[config.mk]
export PLATFORM = sky130hd
export DESIGN_NAME = pgx_xlat
export DESIGN_NICKNAME = d
export VERILOG_FILES = /design/src/rtl/pgx_pkg.sv /design/src/rtl/pgx_lru.sv /design/src/rtl/pgx_cam.sv /design/src/rtl/pgx_walk.sv /design/src/rtl/pgx_xlat.sv
export SDC_FILE = /design/constraint.sdc
export NUM_CORES = 1
export LEC_CHECK = 0
export ABC_AREA = 1
export ABC_CLOCK_PERIOD_IN_PS = 4300
export BUFFER_PORTS_ARGS = -buffer_cell sky130_fd_sc_hd__buf_4
export CORE_MARGIN = 3
export CORE_UTILIZATION = 51
export DETAILED_ROUTE_END_ITERATION = 12
export GPL_ROUTABILITY_DRIVEN = 0
export GPL_TIMING_DRIVEN = 0
export PLACE_DENSITY_LB_ADDON = 0.12
export SLEW_MARGIN = 25
export SYNTH_ARGS = -nofsm -noshare
export SYNTH_HDL_FRONTEND = slang
export SYNTH_SLANG_ARGS = --single-unit
[constraint.sdc]
create_clock -name clk -period 4.3 [get_ports clk]
set_input_delay 0.86 -clock clk [delete_from_list [all_inputs] [get_ports clk]]
set_output_delay 0.86 -clock clk [all_outputs]
set_load 0.01 [all_outputs]
[src/rtl/pgx_pkg.sv]
package pgx_pkg;
  // Page offset width (4 KiB pages)
  localparam int PG_OFF_W = 12;
  // Table entry status bit positions
  localparam int PTE_PRES  = 0;
  localparam int PTE_REF   = 1;
  localparam int PTE_DIRTY = 2;

  typedef enum logic [2:0] {
    W_IDLE,
    W_FLUSH,
    W_RD,
    W_WAIT,
    W_FAULT
  } walk_st_t;
endpackage

[src/rtl/pgx_lru.sv]
module pgx_lru #(
  parameter int N  = 8,
  parameter int IW = $clog2(N)
) (
  input  logic          clk,
  input  logic          rst_n,
  input  logic          touch_en,
  input  logic [IW-1:0] touch_idx,
  input  logic [N-1:0]  valid,
  output logic [IW-1:0] victim_idx
);
  // age 0 = most recent, N-1 = oldest; always a permutation of 0..N-1
  logic [IW-1:0] age [N];
  logic          have_free;

  always_ff @(posedge clk) begin
    if (!rst_n) begin
      for (int i = 0; i < N; i++) age[i] <= IW'(i);
    end else if (touch_en) begin
      for (int i = 0; i < N; i++) begin
        if (IW'(i) == touch_idx)        age[i] <= '0;
        else if (age[i] < age[touch_idx]) age[i] <= age[i] + 1'b1;
      end
    end
  end

  always_comb begin
    victim_idx = '0;
    have_free  = 1'b0;
    for (int i = N - 1; i >= 0; i--) begin
      if (!valid[i]) begin
        victim_idx = IW'(i);
        have_free  = 1'b1;
      end
    end
    if (!have_free) begin
      for (int i = 0; i < N; i++)
        if (age[i] == IW'(N - 1)) victim_idx = IW'(i);
    end
  end
endmodule

[src/rtl/pgx_cam.sv]
module pgx_cam #(
  parameter int N     = 8,
  parameter int IW    = $clog2(N),
  parameter int VPN_W = 20,
  parameter int PPN_W = 20
) (
  input  logic             clk,
  input  logic             rst_n,
  input  logic [VPN_W-1:0] lk_vpn,
  input  logic             acc_en,
  input  logic             acc_we,
  input  logic             clr_ref,
  input  logic             fill_en,
  input  logic [IW-1:0]    fill_idx,
  input  logic [VPN_W-1:0] fill_vpn,
  input  logic [PPN_W-1:0] fill_ppn,
  input  logic             fill_ref,
  input  logic             fill_dirty,
  input  logic             take_en,
  input  logic [IW-1:0]    take_idx,
  input  logic [IW-1:0]    peek_idx,
  output logic             hit,
  output logic [IW-1:0]    hit_idx,
  output logic [PPN_W-1:0] hit_ppn,
  output logic [N-1:0]     match_vec,
  output logic [N-1:0]     valid_vec,
  output logic             any_stale,
  output logic [IW-1:0]    stale_idx,
  output logic [VPN_W-1:0] peek_vpn,
  output logic [PPN_W-1:0] peek_ppn,
  output logic             peek_ref,
  output logic             peek_dirty,
  output logic             peek_stale
);
  logic [N-1:0]     vld, rf, dt, stl, acc;
  logic [VPN_W-1:0] e_vpn [N];
  logic [PPN_W-1:0] e_ppn [N];

  for (genvar g = 0; g < N; g++) begin : g_cmp
    assign match_vec[g] = vld[g] && (e_vpn[g] == lk_vpn);
    assign acc[g]       = acc_en && match_vec[g];
  end

  assign valid_vec = vld;
  assign hit       = |match_vec;

  always_comb begin
    hit_idx = '0;
    hit_ppn = '0;
    for (int i = 0; i < N; i++) begin
      if (match_vec[i]) begin
        hit_idx = hit_idx | IW'(i);
        hit_ppn = hit_ppn | e_ppn[i];
      end
    end
  end

  always_comb begin
    any_stale = |stl;
    stale_idx = '0;
    for (int i = N - 1; i >= 0; i--)
      if (stl[i]) stale_idx = IW'(i);
  end

  assign peek_vpn   = e_vpn[peek_idx];
  assign peek_ppn   = e_ppn[peek_idx];
  assign peek_ref   = rf[peek_idx];
  assign peek_dirty = dt[peek_idx];
  assign peek_stale = stl[peek_idx];

  always_ff @(posedge clk) begin
    if (!rst_n) begin
      vld <= '0;
      rf  <= '0;
      dt  <= '0;
      stl <= '0;
      for (int i = 0; i < N; i++) begin
        e_vpn[i] <= '0;
        e_ppn[i] <= '0;
      end
    end else begin
      for (int i = 0; i < N; i++) begin
        if (fill_en && fill_idx == IW'(i)) begin
          vld[i]   <= 1'b1;
          e_vpn[i] <= fill_vpn;
          e_ppn[i] <= fill_ppn;
          rf[i]    <= fill_ref;
          dt[i]    <= fill_dirty;
          stl[i]   <= 1'b0;
        end else begin
          rf[i] <= acc[i] ? 1'b1 : (clr_ref ? 1'b0 : rf[i]);
          dt[i] <= dt[i] | (acc[i] & acc_we);
          // a new status change wins over the flush taking the old one
          if (vld[i] && ((acc[i] && (!rf[i] || (acc_we && !dt[i])))
                         || (clr_ref && rf[i] && !acc[i])))
            stl[i] <= 1'b1;
          else if (take_en && take_idx == IW'(i))
            stl[i] <= 1'b0;
        end
      end
    end
  end
endmodule

[src/rtl/pgx_walk.sv]
module pgx_walk #(
  parameter int VA_W = 32,
  parameter int PA_W = 32
) (
  input  logic                               clk,
  input  logic                               rst_n,
  input  logic [PA_W-1:0]                    pt_base,
  input  logic                               miss,
  input  logic [VA_W-1:0]                    miss_va,
  input  logic                               any_stale,
  input  logic [VA_W-pgx_pkg::PG_OFF_W-1:0]  peek_vpn,
  input  logic [PA_W-pgx_pkg::PG_OFF_W-1:0]  peek_ppn,
  input  logic                               peek_ref,
  input  logic                               peek_dirty,
  input  logic                               peek_stale,
  output logic                               mem_req_valid,
  input  logic                               mem_req_ready,
  output logic                               mem_req_we,
  output logic [PA_W-1:0]                    mem_req_addr,
  output logic [PA_W-1:0]                    mem_req_wdata,
  input  logic                               mem_rsp_valid,
  output logic                               mem_rsp_ready,
  input  logic [PA_W-1:0]                    mem_rsp_data,
  output logic                               hits_ok,
  output logic                               take_en,
  output logic                               peek_victim,
  output logic                               fill_en,
  output logic [VA_W-pgx_pkg::PG_OFF_W-1:0]  fill_vpn,
  output logic [PA_W-pgx_pkg::PG_OFF_W-1:0]  fill_ppn,
  output logic                               fill_ref,
  output logic                               fill_dirty,
  output logic                               fault_valid,
  output logic [VA_W-1:0]                    fault_va
);
  import pgx_pkg::*;
  localparam int VPN_W = VA_W - PG_OFF_W;
  localparam int PPN_W = PA_W - PG_OFF_W;

  walk_st_t        st;
  logic [PA_W-1:0] rq_addr, rq_wdata;
  logic            rq_we;
  logic [VA_W-1:0] wk_va;
  logic            rsp_present;
  logic            unused_rsv;

  function automatic logic [PA_W-1:0] slot_of(input logic [PA_W-1:0] base,
                                              input logic [VPN_W-1:0] v);
    return base + (PA_W'(v) << 2);
  endfunction

  function automatic logic [PA_W-1:0] pack(input logic [PPN_W-1:0] p,
                                           input logic r, input logic d);
    return {p, {(PG_OFF_W-3){1'b0}}, d, r, 1'b1};
  endfunction

  assign rsp_present = mem_rsp_data[PTE_PRES];
  assign unused_rsv  = ^mem_rsp_data[PG_OFF_W-1:3];

  always_ff @(posedge clk) begin
    if (!rst_n) begin
      st       <= W_IDLE;
      rq_addr  <= '0;
      rq_wdata <= '0;
      rq_we    <= 1'b0;
      wk_va    <= '0;
    end else begin
      case (st)
        W_IDLE: begin
          if (any_stale) begin
            rq_addr  <= slot_of(pt_base, peek_vpn);
            rq_wdata <= pack(peek_ppn, peek_ref, peek_dirty);
            rq_we    <= 1'b1;
            st       <= W_FLUSH;
          end else if (miss) begin
            wk_va   <= miss_va;
            rq_addr <= slot_of(pt_base, miss_va[VA_W-1:PG_OFF_W]);
            rq_we   <= 1'b0;
            st      <= W_RD;
          end
        end
        W_FLUSH: if (mem_req_ready) st <= W_IDLE;
        W_RD:    if (mem_req_ready) st <= W_WAIT;
        W_WAIT: begin
          if (mem_rsp_valid) begin
            if (!rsp_present) begin
              st <= W_FAULT;
            end else if (peek_stale) begin
              // victim carries unsaved status: save it before it is lost
              rq_addr  <= slot_of(pt_base, peek_vpn);
              rq_wdata <= pack(peek_ppn, peek_ref, peek_dirty);
              rq_we    <= 1'b1;
              st       <= W_FLUSH;
            end else begin
              st <= W_IDLE;
            end
          end
        end
        W_FAULT: st <= W_IDLE;
        default: st <= W_IDLE;
      endcase
    end
  end

  assign mem_req_valid = (st == W_FLUSH) || (st == W_RD);
  assign mem_req_we    = rq_we;
  assign mem_req_addr  = rq_addr;
  assign mem_req_wdata = rq_wdata;
  assign mem_rsp_ready = (st == W_WAIT);
  assign hits_ok       = (st == W_IDLE) || (st == W_FLUSH);
  assign take_en       = (st == W_IDLE) && any_stale;
  assign peek_victim   = (st == W_WAIT);
  assign fill_en       = (st == W_WAIT) && mem_rsp_valid && rsp_present;
  assign fill_vpn      = wk_va[VA_W-1:PG_OFF_W];
  assign fill_ppn      = mem_rsp_data[PA_W-1:PG_OFF_W];
  assign fill_ref      = mem_rsp_data[PTE_REF];
  assign fill_dirty    = mem_rsp_data[PTE_DIRTY];
  assign fault_valid   = (st == W_FAULT);
  assign fault_va      = wk_va;
endmodule

[src/rtl/pgx_xlat.sv]
module pgx_xlat #(
  parameter int VA_W    = 32,
  parameter int PA_W    = 32,
  parameter int ENTRIES = 8
) (
  input  logic            clk,
  input  logic            rst_n,
  input  logic [PA_W-1:0] pt_base,
  input  logic            clr_ref,
  input  logic            cpu_req,
  input  logic            cpu_we,
  input  logic [VA_W-1:0] cpu_va,
  output logic            cpu_hit,
  output logic [PA_W-1:0] cpu_pa,
  output logic            cpu_stall,
  output logic            fault_valid,
  output logic [VA_W-1:0] fault_va,
  output logic            mem_req_valid,
  input  logic            mem_req_ready,
  output logic            mem_req_we,
  output logic [PA_W-1:0] mem_req_addr,
  output logic [PA_W-1:0] mem_req_wdata,
  input  logic            mem_rsp_valid,
  output logic            mem_rsp_ready,
  input  logic [PA_W-1:0] mem_rsp_data
);
  import pgx_pkg::*;
  localparam int VPN_W = VA_W - PG_OFF_W;
  localparam int PPN_W = PA_W - PG_OFF_W;
  localparam int IW    = $clog2(ENTRIES);

  logic             hit, hits_ok, any_stale, take_en, peek_victim, fill_en;
  logic             peek_ref, peek_dirty, peek_stale, fill_ref, fill_dirty;
  logic [IW-1:0]    hit_idx, stale_idx, victim_idx, peek_idx, touch_idx;
  logic [PPN_W-1:0] hit_ppn, peek_ppn, fill_ppn;
  logic [VPN_W-1:0] peek_vpn, fill_vpn;
  logic [ENTRIES-1:0] hit_vec, valid_vec;
  logic             miss, touch_en;

  assign cpu_hit   = cpu_req && hit && hits_ok;
  assign cpu_pa    = {hit_ppn, cpu_va[PG_OFF_W-1:0]};
  assign cpu_stall = cpu_req && !cpu_hit;
  assign miss      = cpu_req && !hit;
  assign touch_en  = cpu_hit || fill_en;
  assign touch_idx = fill_en ? victim_idx : hit_idx;
  assign peek_idx  = peek_victim ? victim_idx : stale_idx;

  pgx_cam #(.N(ENTRIES), .IW(IW), .VPN_W(VPN_W), .PPN_W(PPN_W)) u_cam (
    .clk        (clk),
    .rst_n      (rst_n),
    .lk_vpn     (cpu_va[VA_W-1:PG_OFF_W]),
    .acc_en     (cpu_hit),
    .acc_we     (cpu_we),
    .clr_ref    (clr_ref),
    .fill_en    (fill_en),
    .fill_idx   (victim_idx),
    .fill_vpn   (fill_vpn),
    .fill_ppn   (fill_ppn),
    .fill_ref   (fill_ref),
    .fill_dirty (fill_dirty),
    .take_en    (take_en),
    .take_idx   (stale_idx),
    .peek_idx   (peek_idx),
    .hit        (hit),
    .hit_idx    (hit_idx),
    .hit_ppn    (hit_ppn),
    .match_vec  (hit_vec),
    .valid_vec  (valid_vec),
    .any_stale  (any_stale),
    .stale_idx  (stale_idx),
    .peek_vpn   (peek_vpn),
    .peek_ppn   (peek_ppn),
    .peek_ref   (peek_ref),
    .peek_dirty (peek_dirty),
    .peek_stale (peek_stale)
  );

  pgx_lru #(.N(ENTRIES), .IW(IW)) u_lru (
    .clk        (clk),
    .rst_n      (rst_n),
    .touch_en   (touch_en),
    .touch_idx  (touch_idx),
    .valid      (valid_vec),
    .victim_idx (victim_idx)
  );

  pgx_walk #(.VA_W(VA_W), .PA_W(PA_W)) u_walk (
    .clk           (clk),
    .rst_n         (rst_n),
    .pt_base       (pt_base),
    .miss          (miss),
    .miss_va       (cpu_va),
    .any_stale     (any_stale),
    .peek_vpn      (peek_vpn),
    .peek_ppn      (peek_ppn),
    .peek_ref      (peek_ref),
    .peek_dirty    (peek_dirty),
    .peek_stale    (peek_stale),
    .mem_req_valid (mem_req_valid),
    .mem_req_ready (mem_req_ready),
    .mem_req_we    (mem_req_we),
    .mem_req_addr  (mem_req_addr),
    .mem_req_wdata (mem_req_wdata),
    .mem_rsp_valid (mem_rsp_valid),
    .mem_rsp_ready (mem_rsp_ready),
    .mem_rsp_data  (mem_rsp_data),
    .hits_ok       (hits_ok),
    .take_en       (take_en),
    .peek_victim   (peek_victim),
    .fill_en       (fill_en),
    .fill_vpn      (fill_vpn),
    .fill_ppn      (fill_ppn),
    .fill_ref      (fill_ref),
    .fill_dirty    (fill_dirty),
    .fault_valid   (fault_valid),
    .fault_va      (fault_va)
  );
endmodule

# After elaboration in Yosys (flattened, before gate mapping)
# Memories as Yosys holds them, arrays and structs flattened.
# Cells that the tools add are included.
dict set report totals {
  register_bits 132
  latchBits 0
  ram_bits 344
  mem_bits_ro 0
  input_bits 103
  out_inout_bits 134
  word_cells 567
  mem_count 3
}
dict set report classes {
  n_addsub 10
  n_mul 0
  n_div 0
  order_cmp 9
  eq_ne 48
  n_shift 0
  muxes 251
  n_bitwise 57
  reduce_logical 159
}
# name words width rd rd_ports_with_merged_regs wr line_no
set memory_table {}
lappend memory_table {u_cam.e_ppn 8 20 9 0 8 pgx_cam.sv:37} ;# logic [PPN_W-1:0] e_ppn [N];
lappend memory_table {u_cam.e_vpn 8 20 9 0 8 pgx_cam.sv:36} ;# logic [VPN_W-1:0] e_vpn [N];
lappend memory_table {u_lru.age 8 3 9 0 8 pgx_lru.sv:13} ;# logic [IW-1:0] age [N];
# cell n
set op_table {}
lappend op_table {{$mux 20} 24}
lappend op_table {{$mux 32} 9}
lappend op_table {{$eq 20x20->1} 8}
lappend op_table {{$mux 3} 53}
lappend op_table {{$mux 1} 156}
lappend op_table {{$or 20x20->20} 7}
lappend op_table {{$pmux 32 s2} 2}
lappend op_table {{$logic_and 1x1->1} 79}
lappend op_table {{$add 32x22->32} 2}
lappend op_table {{$eq 3x3->1 const B} 17}
lappend op_table {{$or 1x1->1} 40}
lappend op_table {{$logic_not 1->1} 26}
lappend op_table {{$add 3x1->3 const B} 8}
lappend op_table {{$lt 3x3->1} 8}
lappend op_table {{$reduce_bool 3->1} 8}
lappend op_table {{$logic_or 1x1->1} 19}
lappend op_table {{$eq 3x2->1 const B} 6}
lappend op_table {{$reduce_bool 2->1} 9}
lappend op_table {{$reduce_or 2->1} 8}
lappend op_table {{$reduce_or 8->1} 2}
lappend op_table {{$eq 3x3->1 const A} 4}
lappend op_table {{$logic_not 3->1} 4}
lappend op_table {{$pmux 3 s4} 1}
lappend op_table {{$reduce_and 5->1} 2}
lappend op_table {{14 further kinds} 32}

# Longest topological paths before layout
# An unclocked memory read counts as a cell.
dict set report logic_depth {
  ltp_word 26
  ltp_mapped 42
  ltp_nobuf 39
}

# Cells and area by module
# From an unflattened synthesis, not the netlist that was laid out.
dict set report unflattened {
  cells_unflattened 4064
  hier_area_um2 29311.9
}
# module instances cells_each area_each_um2 seq_area_each_um2
set modules_own_cells {}
lappend modules_own_cells {pgx_cam 1 2548 19680.1 10249.8}
lappend modules_own_cells {pgx_walk 1 1211 7334.5 1821.7}
lappend modules_own_cells {pgx_lru 1 267 2107.0 720.7}
lappend modules_own_cells {pgx_xlat 1 38 190.2 0.0}

# Least setup slack after synthesis
# Ideal clock, no wire load.
dict set report synth_timing {
  path_kind {reg-to-reg}
  from {mem u_lru.age[6][1] (netlist bit)}
  to {reg u_walk.rq_addr[18], in the netlist u_walk.mem_req_addr[18]}
  setup_time_ns 0.110
  arrival_ns 4.563
  t_required_ns 4.190
  slack_ns -0.373
  path_stages_with_launch 31
  path_buffers 2
  synth_period_minus_slack_ns 4.673
  cell_sequence {edfxtp_1 ha_1 ha_1 nor2_1 a21oi_1 nor2_1 inv_2 nand2_1 o21ai_2 inv_2 clkbuf_1 buf_1 a21oi_1 o21ai_0 o21ai_0 o21ai_0 ha_1 inv_1 fa_1 o21ai_1 a21boi_0 o21ai_1 a21oi_1 o21ai_0 a21boi_1 o21ai_0 a21oi_1 a21oi_1 nand4_1 nand2_1 nor2_1}
}
# element line_no
set synth_rtl {}
lappend synth_rtl {{start: declaration} pgx_lru.sv:13}
lappend synth_rtl {{end signal: assignment} pgx_walk.sv:70} ;# rq_addr <= slot_of(pt_base, peek_vpn);
lappend synth_rtl {{end signal: assignment} pgx_walk.sv:76} ;# rq_addr <= slot_of(pt_base, miss_va[VA_W-1:PG_OFF_W]);
lappend synth_rtl {{end signal: assignment} pgx_walk.sv:89} ;# rq_addr <= slot_of(pt_base, peek_vpn);
lappend synth_rtl {{end: declaration} pgx_walk.sv:40} ;# logic [PA_W-1:0] rq_addr, rq_wdata;

# Final worst setup path
dict set report layout_timing {
  from {reg u_cam.vld[2], in the netlist u_cam.valid_vec[2]}
  to {reg u_walk.rq_addr[16], in the netlist u_walk.mem_req_addr[16]}
}
dict set report layout_via {
  elab_chain_cells 19
  elab_cells_between_ends 32
  classes_between {add/sub: 1; eq/ne: 2; mux: 23; reduce/logical: 5; memory: 1}
}
# element line_no
set layout_lines {}
lappend layout_lines {{start: declaration} pgx_cam.sv:35} ;# logic [N-1:0] vld, rf, dt, stl, acc;
lappend layout_lines {{start signal: assignment} pgx_cam.sv:73} ;# vld <= '0;
lappend layout_lines {{start signal: indexed assignment} pgx_cam.sv:84} ;# vld[i] <= 1'b1;
lappend layout_lines {{$mux 3 (3 in series)} pgx_lru.sv:31} ;# if (!valid[i]) begin
lappend layout_lines {{$mux 3 (8 in series)} pgx_lru.sv:38} ;# if (age[i] == IW'(N - 1)) victim_idx = IW'(i);
lappend layout_lines {{$mux 3} pgx_lru.sv:36} ;# if (!have_free) begin
lappend layout_lines {{$mux 3} pgx_xlat.sv:46} ;# assign peek_idx = peek_victim ? victim_idx : stale_idx;
lappend layout_lines {{$mem_v2 8x20} n/a}
lappend layout_lines {{$add 32x22->32} pgx_walk.sv:48} ;# return base + (PA_W'(v) << 2);
lappend layout_lines {{$mux 32} pgx_walk.sv:87} ;# end else if (peek_stale) begin
lappend layout_lines {{$mux 32} pgx_walk.sv:85} ;# if (!rsp_present) begin
lappend layout_lines {{$mux 32} pgx_walk.sv:84} ;# if (mem_rsp_valid) begin
lappend layout_lines {{$pmux 32 s2} pgx_walk.sv:67} ;# case (st)
# Parallel ways exist; a longest one is shown, timed or not. The select of a mux whose other input is x is not followed.
# A chain may end at the register's enable or synchronous reset.

==> impl_metrics.yaml <==
synthesis:
  synth_compound_area_share_pct: 14.4
  synth_top_family_by_area: "simple AND/OR/NAND/NOR gates"
  syn_area_per_cell_um2: 7.71
  synth-edff-count: 344
  synth_area_leaders: "edfxtp_1 36%, dfxtp_1 8.6%, nand2_1 8.1%"
  ys_ff_latch: 467
  netlist.area_leader.share_pct: 35.9
  synth-seq-area-share_pct: 44.4
  synth_flop_cell: "edfxtp_1"
  synthSimpleGateAreaFrac_pct: 24.5
  yosys.area.top_type: "edfxtp_1"
  synth_xor_area_share_pct: 2.31
  synth_cell_type_count: 60
  syn_area_mm2: 0.0288
  yosys_warnings: 0
  synth_fa_ha_area_share_pct: 3.40
  synthCells: 3736
  synth_mux_area_share_pct: 0
  async_flop_share_pct: 0
clocking:
  clk_pin_slew_worst_paths_ps: 60
  numCtsBuffers: 50
  h-tree-depth: 2
  cts.path.max_buffers: 3
  cts_root_buf: "clkbuf_16"
  insertion_delay_ps: 630
  clkSinkCount: 467
  cts_tree: "built"
timing:
  finalClockSkew_ps: 36.0
  slew-limit-headroom_pct: 23.2
  fin_crit_sh_pct: 114
  hold_viol_final: 0
  timing.fmax_mhz: 204
  finalSetupViolations: 23
  rsz0062_at_grt: "yes"
  setup_tns_ps: -8260
  fin_ws_ps: -594
  min_period_ps: 4890
  holdWs_ps: 427
  tightest_slew_ps: 1150
  maxSlewViolCount: 0
die:
  initial_utilization_pct: 51.8
  die_height_um: 244
  die_area_mm2: 0.0593
  ioPinCount: 237
  rows: 86
  die-width_um: 244
  core_mm2: 0.0555
setup_path:
  cpMostUsedCell: "o21ai_2"
  r2r_cells: 29
  slowest_delay_ps: 400
  required_ps: 4760
  cp_max_fo: 10
  slowest_stage: "dfxtp_1"
  critical_path_buf_inv_count: 8
  crit_path_start_kind: "flop"
  reg2reg_to: "u_walk.mem_req_addr[16]"
  worst-setup-path-type: "flop to flop"
  timing.rr.start: "u_cam.valid_vec[2]"
  cp.arrival_ps: 5350
  path_delay_family: "compound AO/OA/AOI/OAI gates"
  crit_path_end_kind: "flop"
  rrSetupSlack_ps: -590
cells_and_area:
  nets: 4277
  layout_commonest_cell: "nand2_1"
  fillers: 4936
  stdcell_area_mm2: 0.0353
  layout-drive-gt1-share_pct: 19.0
  area_delta_synth_final_pct: 22.7
  mostFrequentLayoutCells: "587 x nand2_1, 574 x nor2_1, 531 x inv_1, 344 x edfxtp_1, 334 x buf_4"
global_routing:
  grt_max_degree: 44
  grt_antenna_before_repair: 3
  grt_use_total_pct: 36.2
  grt_pass1_vias: 27200
  grt_first_pass_wirelength_mm: 162
  grt_remaining_overflow: 0
min_path:
  hp-class: "primary input to flop"
  hp-start: "mem_rsp_data[0]"
  min_path_cells: 2
  holdPathEnd: "u_walk.st[2]"
pwr:
  leakage_uw: 0.0152
  power_density_mw_per_mm2: 379
  power_uw: 13400
  ir_drop_v: 0.000293
placed_design:
  io_buffers: 216
  dpl_cell_area_mm2: 0.0315
  dpl.hpwl_mm: 81.5
drt:
  ant_nets: 0
  wirelength_mm: 111
  drc: 0
  routedWlPerCell_um: 22.7
  drtIter0Drc: 4689
  vias: 28900
  drt-pass1-iter-count: 7
  viasPerCell: 5.92
job:
  cap_violations: 0
outcome:
  violations: "negative setup slack"
  outcome: "finished with violations"
## worst max path at each step
stage                             startpoint                 endpoint  slack (ps)  cells after the start
final                     u_cam.valid_vec[2]  u_walk.mem_req_addr[16]        -590                     29
after floorplan              u_lru.age[0][0]  u_walk.mem_req_addr[18]           2                     36
after global routing         u_lru.age[0][1]  u_walk.mem_req_addr[19]        -740                     34
after CTS                    u_lru.age[0][1]  u_walk.mem_req_addr[18]        -470                     35
after detailed placement  u_cam.valid_vec[0]  u_walk.mem_req_addr[16]       -2010                     22
after global placement    u_cam.valid_vec[0]  u_walk.mem_req_addr[16]       -1940                     22
## where the power goes
part           leakage [uW]  internal [uW]  total [uW]  switching [uW]
clock              0.000811           2470        4410            1940
sequential          0.00451           5320        5620             300
combinational       0.00984           1290        3380            2090
total                0.0152           9070       13400            4330
## Yosys cell counts (10+ instances only)
cell,instances
or4_1,21
o211ai_1,70
nor3_1,37
nand2_1,619
nor4_1,54
xnor2_1,38
nand2_2,15
a31oi_1,10
nand4_1,77
dfxtp_1,123
buf_4,35
xor2_1,38
inv_2,27
o21ai_1,55
o21ai_0,263
ha_1,75
o21bai_1,10
a21oi_1,191
o22ai_1,91
inv_1,538
buf_2,49
clkbuf_1,100
or2_2,11
edfxtp_1,344
nor2_1,582
nand3_1,143
## cells by family (layout without fill, tap and decap cells)
group                      Yosys count  count (layout)
AOI/OAI and AO/OA                  731             731
xor gates and xnor gates            76              76
adders and majority gates           77              77
buffers and inverters              771            1166
DFF                                467             467
other                                1              11
and+or+nand+nor                   1613            1613
## per-stage QoR
stage	util, %	setup slack (ps)	cells
after floorplan	-	2.42	3744
after global placement	56.6	-1940	4708
after detailed placement	56.8	-2010	4710
after CTS	62.0	-466	4855
after global routing	63.6	-742	4889
final	63.6	-594	4889
## timing repair
| item | 4_1_cts | 5_1_grt |
|---|---|---|
| pin swaps | 74 | 68 |
| setup endpoints to repair | 100 | 96 |
| resized for setup | 260 | 156 |
| hold buffers | 0 | 0 |
| buffers inserted | 53 | 39 |
| gates cloned | 1 | 2 |
## layout make-up
class                           count  area, um2  area share (%)
Inverter                          571       2170            6.15
Multi-Input combinational cell   2506      13900            39.3
Tap cell                          748        936            2.65
Sequential cell                   467      12800            36.2
Clock buffer                       67       1390            3.92
Timing Repair Buffer              313       2500            7.09
Buffer                            188       1360            3.84
Antenna cell                        2       5.00          0.0142
Clock inverter                     27        269           0.761
## state kept, by name (all words and copies together) (netlist names)
register and cells:
u_cam.dt 8, u_cam.e_ppn 160, u_cam.e_vpn 160, u_cam.rf 8, u_cam.stl 8, u_cam.valid_vec 8, u_lru.age 24, u_walk.fault_va 32
u_walk.mem_req_addr 32, u_walk.mem_req_wdata 23, u_walk.mem_req_we 1, u_walk.st 3
## per-layer routing
metal | vias to the layer above | share of wire, % | track usage (%)
met3 | 433 | 15 | 11.3
met2 | 2102 | 42 | 54.6
met4 | 2 | 5.7 | 17.0
met5 | - | 0.014 | 0
li1 | 13200 | - | -
met1 | 13200 | 38 | 47.5
Power figures use the tool's default switching activity.
